==> config.mk <==
export PLATFORM = sky130hd
export DESIGN_NAME = cnt4_stage
export DESIGN_NICKNAME = d
export VERILOG_FILES = /design/src/rtl/cnt4_pkg.sv /design/src/rtl/cnt4_step.sv /design/src/rtl/cnt4_carry.sv /design/src/rtl/cnt4_next.sv /design/src/rtl/cnt4_stage.sv
export SDC_FILE = /design/constraint.sdc
export NUM_CORES = 1
export LEC_CHECK = 0
export BUFFER_PORTS_ARGS = -buffer_cell sky130_fd_sc_hd__buf_2
export CAP_MARGIN = 20
export CORE_AREA = 2 2 39 41
export DETAILED_ROUTE_END_ITERATION = 6
export DIE_AREA = 0 0 41 43
export GPL_TIMING_DRIVEN = 0
export PLACE_DENSITY = 0.36
export SYNTH_ARGS = -nofsm -noshare
export SYNTH_HDL_FRONTEND = slang
export SYNTH_SLANG_ARGS = --single-unit
==> constraint.sdc <==
create_clock -name clk_i -period 0.86 [get_ports clk_i]
set_input_delay 0.172 -clock clk_i [delete_from_list [all_inputs] [get_ports clk_i]]
set_output_delay 0.172 -clock clk_i [all_outputs]
set_load 0.01 [all_outputs]
==> src/rtl/cnt4_pkg.sv <==
package cnt4_pkg;

    localparam int CNT_W = 4;

    typedef struct packed {
        logic [CNT_W-1:0] value;
    } cnt_state_t;

    // Last state before wrap: 9 for decade, all ones for binary.
    function automatic logic [CNT_W-1:0] terminal_of(input bit decade);
        logic [CNT_W-1:0] t;
        t = decade ? CNT_W'(9) : {CNT_W{1'b1}};
        return t;
    endfunction

endpackage

==> src/rtl/cnt4_step.sv <==
module cnt4_step
    import cnt4_pkg::*;
#(
    parameter bit DECADE = 1'b0
) (
    input  logic [CNT_W-1:0] cur_i,
    output logic [CNT_W-1:0] inc_o
);

    localparam logic [CNT_W-1:0] TERM = terminal_of(DECADE);

    generate
        if (DECADE) begin : g_dec
            // 9 wraps to 0; 10..14 just increment; 15 overflows to 0.
            always_comb begin
                if (cur_i == TERM) inc_o = '0;
                else               inc_o = cur_i + CNT_W'(1);
            end
        end else begin : g_bin
            always_comb inc_o = cur_i + CNT_W'(1);
        end
    endgenerate

endmodule

==> src/rtl/cnt4_carry.sv <==
module cnt4_carry
    import cnt4_pkg::*;
#(
    parameter bit DECADE = 1'b0
) (
    input  logic [CNT_W-1:0] cur_i,
    input  logic             chain_i,
    output logic             carry_o
);

    localparam logic [CNT_W-1:0] TERM = terminal_of(DECADE);

    always_comb carry_o = chain_i && (cur_i == TERM);

endmodule

==> src/rtl/cnt4_next.sv <==
module cnt4_next
    import cnt4_pkg::*;
(
    input  cnt_state_t       state_q_i,
    input  logic             clr_req_i,
    input  logic             load_n_i,
    input  logic [CNT_W-1:0] preset_i,
    input  logic             en_count_i,
    input  logic             en_chain_i,
    input  logic [CNT_W-1:0] inc_i,
    output cnt_state_t       state_d_o
);

    // Priority: clear, load, count, hold.
    always_comb begin
        state_d_o = state_q_i;
        if (clr_req_i) begin
            state_d_o.value = '0;
        end else if (!load_n_i) begin
            state_d_o.value = preset_i;
        end else if (en_count_i && en_chain_i) begin
            state_d_o.value = inc_i;
        end
    end

endmodule

==> src/rtl/cnt4_stage.sv <==
module cnt4_stage
    import cnt4_pkg::*;
#(
    parameter bit DECADE    = 1'b0,
    parameter bit ASYNC_CLR = 1'b0
) (
    input  logic             clk_i,
    input  logic             clear_n_i,
    input  logic             load_n_i,
    input  logic [CNT_W-1:0] preset_i,
    input  logic             en_count_i,
    input  logic             en_chain_i,
    output logic [CNT_W-1:0] count_o,
    output logic             carry_o
);

    cnt_state_t       state_d;
    cnt_state_t       state_q;
    logic [CNT_W-1:0] inc_val;
    logic             clr_req;

    // The synchronous variant folds the clear into the next-state logic.
    always_comb clr_req = !ASYNC_CLR && !clear_n_i;

    cnt4_step #(.DECADE(DECADE)) step_i (
        .cur_i (state_q.value),
        .inc_o (inc_val)
    );

    cnt4_next next_i (
        .state_q_i  (state_q),
        .clr_req_i  (clr_req),
        .load_n_i   (load_n_i),
        .preset_i   (preset_i),
        .en_count_i (en_count_i),
        .en_chain_i (en_chain_i),
        .inc_i      (inc_val),
        .state_d_o  (state_d)
    );

    cnt4_carry #(.DECADE(DECADE)) carry_i (
        .cur_i   (state_q.value),
        .chain_i (en_chain_i),
        .carry_o (carry_o)
    );

    generate
        if (ASYNC_CLR) begin : g_aclr
            always_ff @(posedge clk_i or negedge clear_n_i) begin
                if (!clear_n_i) state_q <= '0;
                else            state_q <= state_d;
            end

            AST_ASYNC_CLEAR_ZERO: assert property (@(posedge clk_i)
                !clear_n_i |-> (count_o == '0));
        end else begin : g_sclr
            always_ff @(posedge clk_i) begin
                state_q <= state_d;
            end

            AST_SYNC_CLEAR_EDGE: assert property (@(posedge clk_i)
                !clear_n_i |=> (count_o == '0));
        end
    endgenerate

    assign count_o = state_q.value;

    // With an asynchronous clear, a pulse between edges may legally zero the count.
    AST_LOAD_TAKES_PRESET: assert property (@(posedge clk_i) disable iff (!clear_n_i)
        !load_n_i |=> (count_o == $past(preset_i)) || (ASYNC_CLR && count_o == '0));

    AST_STEP_NEEDS_BOTH: assert property (@(posedge clk_i) disable iff (!clear_n_i)
        load_n_i && en_count_i && en_chain_i
        |=> (count_o == $past(inc_val)) || (ASYNC_CLR && count_o == '0));

    AST_HOLD_WITHOUT_BOTH: assert property (@(posedge clk_i) disable iff (!clear_n_i)
        load_n_i && !(en_count_i && en_chain_i)
        |=> $stable(count_o) || (ASYNC_CLR && count_o == '0));

    AST_CARRY_NEEDS_CHAIN: assert property (@(posedge clk_i) disable iff (!clear_n_i)
        carry_o |-> (en_chain_i && count_o[0]));

endmodule

==> results of run 1 <==
## stage by stage
stage / util [%] / std cells / setup TNS, ns / power (mW)
after detailed placement: 23.69 / 53 / -0.3679 / 0.3182
after global routing: 29.20 / 59 / -1.425 / 0.6445
after floorplan: - / 24 / -0.1746 / 0.2674
final: 29.20 / 59 / -1.025 / 0.5957
after global placement: 23.69 / 53 / -0.3636 / 0.3177
after CTS: 29.20 / 59 / -1.104 / 0.6124
## logic make-up after synthesis
| family | after synthesis | synth area share (%) |
|---|---|---|
| buf+inv | 1 | 1.828 |
| flops | 4 | 39.03 |
| compound gates | 7 | 20.73 |
| fa+ha+maj | 1 | 6.097 |
| xor+xnor | 2 | 8.538 |
| simple gates | 9 | 23.78 |
## synthesized netlist by cell type, drive strengths merged
cell type,number
a311oi,1
nand3,3
a21oi,1
inv,1
a211oi,1
or3,1
dfxtp,4
a31oi,1
xor2,2
o21ai,3
ha,1
nor2,2
and4,1
nand2,2
## worst register-to-register path: stages, from the launching register on
cell and delay, ns:
dfxtp_4 0.35, buf_4 0.13, nand3_2 0.07, or3_1 0.31, a31oi_1 0.13
## routing by layer
metal / routed length, um / share of wire (%) / vias up / global-route usage, %
met3: 48 / 8.5 / 0 / 3.141
met5: 0 / 0 / - / 0
li1: - / - / 127 / -
met4: 0 / 0 / 0 / 8.000
met2: 231 / 41 / 12 / 9.375
met1: 284 / 50 / 106 / 10.58
## area by class of cell
type | instances | area share, %
inverter | 1 | 0.9288
sequential | 4 | 22.91
clock buffer | 4 | 6.502
multi-input combinational | 19 | 37.15
timing repair buffer | 15 | 27.55
tap | 16 | 4.954
## timing repair
action,CTS,global route
pin swaps,4,3
setup buffers,2,0
endpoints found under the setup margin,8,9
resized for setup,7,0
hold endpoints to repair,0,0
## power breakdown
| group | switching, mW | internal, mW | total, mW |
|---|---|---|---|
| sequential | 0.0161 | 0.201 | 0.217 |
| clock | 0.0787 | 0.174 | 0.253 |
| combinational | 0.0558 | 0.0704 | 0.126 |
| total | 0.151 | 0.445 | 0.596 |
## path summary, 6_finish.rpt
path	from	to	slack, ns	cells after the start
worst max-delay path	count_o[1]$_SDFFE_PN0P_	carry_o	-0.32	3
worst min-delay path	preset_i[0]	count_o[0]$_SDFFE_PN0P_	0.20	3
worst max register to register	count_o[0]$_SDFFE_PN0P_	count_o[3]$_SDFFE_PN0P_	-0.21	4
worst min register to register	count_o[3]$_SDFFE_PN0P_	count_o[3]$_SDFFE_PN0P_	0.52	2
==> results.cfg, run 1 <==
[outcome]
outcome = finished with violations
violations = setup timing

[pwr]
leakagePower_nw = 0.1658
cellPowerDensity_mw_per_mm2 = 1474
irDropWorstVdd_mv = 0.5436

[place]
place_ws_ns = -0.1298
placement.io_buffers = 13
placed_area_um2 = 327.8
place_congestion = 0.6351
hpwl_um = 453.2

[cts]
clock_tree_from_tritoncts = done
clock_insertion_delay_worst_skew_ns = 0.23
clkSlewWorstSetupHoldPaths_ns = 0.04
cts_htree_levels = 1
clk_root_buffer_cell = clkbuf_4
cts.sink_count = 4
tritoncts_buffer_count = 3
hold_buffers = 0
clock_tree.buffer_depth = 2

[finish]
multi_input_area_um2 = 150.1
antenna_cells = 0
drive_above_1_share_pct = 65.12
final_cell_mix = buf_2 (8), buf_6 (5)
layout.filler_cells = 161
total_number_of_nets_in_the_final_design = 54
flip_flop_count_of_the_largest_register_after_layout = 4
syn2layout_area_growth_pct = 96.95
post_route_cell_area_um2 = 404.1
seq_area_um2 = 92.59
layout.cells.most_common = buf_2

[global_route]
first_global_vias = 240
grt_max_degree = 9
global_route.overflow_total = 0
globalRouteTotalUtil_pct = 8.124
initial_antenna_violation_count = 0
grt_pass1_wl_um = 924

[die]
pin_count = 14
core.rowCount = 14
fp.dieArea_mm2 = 0.001763
core_region_area_mm2 = 0.001384
floorplan.initialDensity_pct = 14.83
die_height_um = 43
die_width_um = 41

[hold_path]
holdCritPathClass = input port to register

[route]
detail_route.vias_per_cell = 4.153
firstDrtPassIters = 4
vias = 245
route.detailed.wl_per_inst_um = 9.559
dr.first_iter.drc_count = 3
drc_errors = 0
routed_wirelength_um = 564
ant_nets = 0

[sta]
holdWs_ns = 0.1976
setup_viol_count_final = 8
min_period_over_period_pct = 137.3
max_freq_ghz = 0.8470
max-slew-margin-rel_pct = 87.88
timing_worst_slew_pin_value_ns = 0.1805
grt_setup_unrepaired = yes
number_of_pins_with_negative_max_slew_slack_in_the_final_report = 0
clock_skew_ns = 0.008126
setup_slack_ns = -0.3206
timing.final.crit_period_ns = 1.181
report.final.hold_viol_count = 0

[synth]
syn-num-nets = 34
synth.yosys.seq_area_share_pct = 39.02
post_synth_main_area_contributors = dfxtp_1 (39%), xor2_1 (8.5%), nand3_1 (7.3%)
netlist_instances = 24
synthesis.area_per_instance_um2 = 8.550
synthDominantAreaCellType = dfxtp_1
syn-cell-area_um2 = 205.2
post_synth_num_cell_types = 15
synth_seq_cells = 4
top_cell_type_s_share_of_synthesized_area_pct = 39.02
yosys_warnings = 0

[worst_setup_path]
critPathKind = register to output port
worst-endpoint-required_ns = 0.69
critical_path.slowest_cell = dfxtp_4
worstPathBufferInverterCount = 1
timing.critical_path.to_type = output port
timing.critical_path.from_type = register
critical_path.cell_chain = ha_4 > and4_4 > buf_6
crit_arrival_ns = 1.01
timing.critical_path.fanout_max = 2
critPathTopFamily = flip-flops
timing.critical_path.slowest_cell_delay_ns = 0.35

[flow_run]
cap_viol_max_count = 0
(Power assumes the default switching activity.)
==> run 2: changes to the inputs <==
PLACE_DENSITY = 0.42   (was 0.36)
SYNTH_HIERARCHICAL = 1   (was not set)
==> results.cfg, run 2 <==
[outcome]
outcome = finished with violations
violations = setup timing

[synth]
yosys_warnings = 6
synth_edf_count = 0
synthesis.area_per_instance_um2 = 8.446
yosys-top-cells-count = nand3_1 (5), nor2_1 (5), a21bo_1 (4), a311oi_1 (4), dfxtp_1 (4)
syn-num-nets = 42
post_synth_num_cell_types = 14
synth_seq_cells = 4
post_synth_main_area_contributors = dfxtp_1 (30%), a21bo_1 (15%), a311oi_1 (13%)
synth.yosys.seq_area_share_pct = 29.63
async_flop_share_pct = 0
top_cell_type_s_share_of_synthesized_area_pct = 29.63
netlist_instances = 32
synth_top_flop_cell = dfxtp_1
syn-cell-area_um2 = 270.3
synthDominantAreaCellType = dfxtp_1

[die]
fp.dieArea_mm2 = 0.001763
die_height_um = 43
die_width_um = 41
floorplan.initialDensity_pct = 19.53
pin_count = 14
core_region_area_mm2 = 0.001384
core.rowCount = 14

[sta]
setup_viol_count_final = 9
grt_setup_unrepaired = yes
holdWs_ns = 0.1897
setup_tns_final_ns = -1.279
setup_slack_ns = -0.2165
timing.final.crit_period_ns = 1.077
report.final.hold_viol_count = 0
clock_skew_ns = 0.007158
number_of_pins_with_negative_max_slew_slack_in_the_final_report = 0
timing_worst_slew_pin_value_ns = 0.3887
max-slew-margin-rel_pct = 74.08
min_period_over_period_pct = 125.2
max_freq_ghz = 0.9289

[worst_setup_path]
critical_path.cell_chain = nand3_1 > nor2_1 > buf_2
regToRegSetupSlack_ns = -0.21
ff2ff_path_depth = 4
worst-endpoint-required_ns = 0.69
crit_arrival_ns = 0.90
timing.critical_path.fanout_max = 4
timing.critical_path.from_type = register
critPathKind = register to output port
timing.critical_path.to_type = output port
timing.critical_path.slowest_cell_delay_ns = 0.37
critical_path.slowest_cell = dfxtp_4

[pwr]
cellPowerDensity_mw_per_mm2 = 1394
irDropWorstVdd_mv = 0.6582
leakagePower_nw = 0.2052

[route]
drc_errors = 0
detail_route.vias_per_cell = 4.727
dr.first_iter.drc_count = 6
ant_nets = 0
routed_wirelength_um = 748
firstDrtPassIters = 6
vias = 312
route.detailed.wl_per_inst_um = 11.33

[finish]
layout.filler_cells = 165
drive_above_1_share_pct = 54.00
finalNonFillerCells = 66
final_cell_mix = buf_2 (8), buf_6 (6), nand3_1 (5), nor2_1 (5)
syn2layout_area_growth_pct = 71.76
antenna_cells = 0
flip_flop_count_of_the_largest_register_after_layout = 4
utilization_pct = 33.54
multi_input_area_um2 = 188.9
seq_area_um2 = 95.09
total_number_of_nets_in_the_final_design = 61
layout.cells.most_common = buf_2
post_route_cell_area_um2 = 464.2

[cts]
cts_htree_levels = 1
cts.sink_count = 4
clock_insertion_delay_worst_skew_ns = 0.25
clk_root_buffer_cell = clkbuf_4
clock_tree.buffer_depth = 2
clock_tree_from_tritoncts = done
clkSlewWorstSetupHoldPaths_ns = 0.04
tritoncts_buffer_count = 3

[flow_run]
cap_viol_max_count = 0

[place]
hpwl_um = 497
dpl_cells = 59
placed_area_um2 = 369.1
place_congestion = 0.5861
placement.io_buffers = 11

[hold_path]
worstHoldPathCells = 3
holdCritPathClass = input port to register

[global_route]
first_global_vias = 248
global_route.overflow_total = 0
grt_max_degree = 9
grt_pass1_wl_um = 1090
initial_antenna_violation_count = 0
globalRouteTotalUtil_pct = 10.21
==> run 2: changes by cell type in the layout (fill, tap and decap cells not counted), sizes merged, moves of 3 or more <==
cell,previous run,this run
a311oi,1,4
nor2,2,5
a21bo,0,4
nand3,3,6
o21ai,3,0
==> run 2: final cells by class <==
cell class	instances	share of cell area, %
multi-input cells	23	40.70
repair buffers	14	22.91
flip-flops and latches	4	20.49
clock buffers	4	5.660
plain buffers	3	4.313
well taps	16	4.313
inverters	2	1.617
==> run 2: path summary, 6_finish.rpt <==
check / start / endpoint
worst max-delay path: count_o[1]$_DFF_P_ / carry_o
worst min-delay path: preset_i[0] / count_o[0]$_DFF_P_
worst max register to register: count_o[1]$_DFF_P_ / count_o[2]$_DFF_P_
worst min register to register: count_o[2]$_DFF_P_ / count_o[2]$_DFF_P_
==> run 2: worst max-delay path: cells and delay by family, from the launching register on <==
family | cells | cell delay [ns]
DFF | 1 | 0.37
buffers and inverters | 1 | 0.13
and+or+nand+nor | 2 | 0.16
==> run 2: kinds of logic (layout without fill, tap and decap cells) <==
kind of cell,after synthesis,in the layout,synth area share (%)
AND/OR/NAND/NOR,12,12,21.29
adder cells (fa/ha/maj),1,1,4.629
XOR/XNOR,2,2,6.483
buffers and inverters,5,23,10.18
flip-flops,4,4,29.63
AO/OA/AOI/OAI,8,8,27.78
==> run 2: routing by layer <==
layer | GRT usage (%) | wire length (um)
met1 | 12.10 | 322
met5 | 0 | 0
met4 | 4.000 | 0
met2 | 12.50 | 366
met3 | 9.424 | 59
==> run 2: report_power, final <==
group / internal, mW / switching (mW) / total (mW)
logic: 0.0936 / 0.0643 / 0.158
registers: 0.199 / 0.0218 / 0.221
clock network: 0.175 / 0.0930 / 0.268
==> run 2: repair_timing <==
action	in CTS	in global routing
endpoints found under the setup margin	9	9
gates resized for setup	5	4
hold buffers	0	0
setup buffers	2	1
pin swaps	5	0
==> run 2: metrics by stage <==
stage	power [mW]	setup WS, ns
after global routing	0.6878	-0.3062
after floorplan	0.2958	-0.1736
after detailed placement	0.3401	-0.2410
final	0.6471	-0.2165
after CTS	0.6444	-0.2366
after global placement	0.3384	-0.2236
==> run 3: changes to the inputs <==
PLACE_DENSITY = 0.4   (was 0.42)
clock period = 1.05 ns   (was 0.86 ns; I/O delays follow)
==> results.cfg, run 3 (synthesis gave the netlist of run 2 again) <==
[outcome]
outcome = finished with violations
violations = setup timing

[die]
core.rowCount = 14
die_width_um = 41
pin_count = 14
floorplan.initialDensity_pct = 19.53
die_height_um = 43
core_region_area_mm2 = 0.001384
fp.dieArea_mm2 = 0.001763

[cts]
hold_buffers = 0
clk_root_buffer_cell = clkbuf_4
clock_tree.buffer_depth = 2
tritoncts_buffer_count = 3
clkSlewWorstSetupHoldPaths_ns = 0.04
cts_htree_levels = 1
clock_tree_from_tritoncts = done
cts.sink_count = 4
clock_insertion_delay_worst_skew_ns = 0.24

[sta]
setup_slack_ns = -0.07565
min_period_over_period_pct = 107.2
clock_skew_ns = 0.003815
number_of_pins_with_negative_max_slew_slack_in_the_final_report = 0
timing_worst_slew_pin_value_ns = 0.3347
max-slew-margin-rel_pct = 77.68
setup_viol_count_final = 3
grt_setup_unrepaired = yes
timing.final.crit_period_ns = 1.126
max_freq_ghz = 0.8884
report.final.hold_viol_count = 0

[pwr]
power.share.clock_pct = 39.3
netSwitchingPower_mw = 0.1379
leakagePower_nw = 0.1910
netSwitchingFraction_pct = 27.74
share_comb_of_total_power_pct = 23.4
irDropWorstVdd_mv = 0.3047
internal_power_mw = 0.3592
cellPowerDensity_mw_per_mm2 = 1132
fin_total_pwr_mw = 0.4971
power.share.sequential_pct = 37.3

[worst_setup_path]
regToRegSetupSlack_ns = -0.08
worst_r2r_endpoint = count_o[3]$_DFF_P_
r2r_start = count_o[0]$_DFF_P_
timing.critical_path.to_type = register
worst-endpoint-required_ns = 1.19
ff2ff_path_depth = 5
timing.critical_path.from_type = register
critPathKind = register to register
timing.critical_path.fanout_max = 5
crit_arrival_ns = 1.27

[finish]
final_cell_mix = buf_2 (11), nor2_1 (5), a21bo_1 (4), a311oi_1 (4)
drive_above_1_share_pct = 57.14
seq_area_um2 = 92.59
syn2layout_area_growth_pct = 62.50
total_number_of_nets_in_the_final_design = 61
layout.filler_cells = 164
flip_flop_count_of_the_largest_register_after_layout = 4
multi_input_area_um2 = 192.7
antenna_cells = 0
layout.cells.most_common = buf_2

[route]
route.detailed.wl_per_inst_um = 11.15
drc_errors = 0
ant_nets = 0
detail_route.vias_per_cell = 4.385
firstDrtPassIters = 4
routed_wirelength_um = 725
vias = 285
dr.first_iter.drc_count = 4

[hold_path]
hold_path_end = count_o[0]$_DFF_P_
worstHoldPathCells = 3
min_from = preset_i[0]
holdCritPathClass = input port to register

[global_route]
globalRouteTotalUtil_pct = 9.127
grt_pass1_wl_um = 972
global_route.overflow_total = 0
initial_antenna_violation_count = 0
grt_max_degree = 9
first_global_vias = 225

[place]
place_ws_ns = -0.06603
place_congestion = 0.7065
placement.io_buffers = 11

[flow_run]
cap_viol_max_count = 0
-- run 3: power by group through the flow --
stage / clock, mW / sequential, mW / combinational [mW]
after CTS: 0.204 / 0.185 / 0.105
after floorplan: 0 / 0.189 / 0.0541
final: 0.195 / 0.185 / 0.116
after global placement: 0 / 0.187 / 0.0915
after detailed placement: 0 / 0.187 / 0.0918
after global routing: 0.215 / 0.188 / 0.127
-- run 3: worst max-delay path by stage --
stage	start	to	slack (ns)	depth (start not counted)
after floorplan	count_o[0]$_DFF_P_	count_o[2]$_DFF_P_	0.01	4
after global placement	count_o[0]$_DFF_P_	count_o[2]$_DFF_P_	-0.05	4
after detailed placement	count_o[0]$_DFF_P_	count_o[2]$_DFF_P_	-0.07	4
after CTS	count_o[0]$_DFF_P_	carry_o	-0.07	3
after global routing	count_o[0]$_DFF_P_	count_o[2]$_DFF_P_	-0.12	4
final	count_o[0]$_DFF_P_	count_o[3]$_DFF_P_	-0.08	5
-- run 3: what timing repair did --
action | in CTS | in global routing
gates resized for setup | 3 | 4
buffers inserted | 2 | 1
setup endpoints to repair | 3 | 5
pin swaps | 1 | 2
-- run 3: layout make-up --
| cell class | instances | share of cell area [%] |
|---|---|---|
| Sequential cell | 4 | 21.08 |
| Timing Repair Buffer | 14 | 19.09 |
| Multi-Input combinational cell | 23 | 43.87 |
| Buffer | 3 | 4.558 |
| Inverter | 2 | 1.709 |
| Clock buffer | 3 | 5.128 |
| Tap cell | 16 | 4.558 |
-- run 3: metal layers --
layer	track usage (%)	vias up	wire length, um
met2	10.00	11	334
met3	1.571	0	54
met4	12.00	0	0
met1	12.18	124	336
li1	-	150	-
met5	0	-	0
-- run 3: through the flow --
step	TNS, ns	hold slack, ns	area (um2)	util [%]	cells
2_1_floorplan	0	0.3702	290.3	-	32
3_3_place_gp	-0.08506	0.4905	365.4	26.40	59
3_5_place_dp	-0.06603	0.4905	365.4	26.40	59
4_1_cts	-0.1461	0.2366	411.6	29.75	64
5_1_grt	-0.4037	0.2357	439.2	31.74	65
6_report	-0.1953	0.2418	439.2	31.74	65
-- run 3: worst max-delay path, cell delays in order, from the launching register on --
cell and delay [ns]:
dfxtp_4 0.38, buf_4 0.12, nand3_2 0.07, xnor2_1 0.13
nand3_1 0.09, a311oi_1 0.24
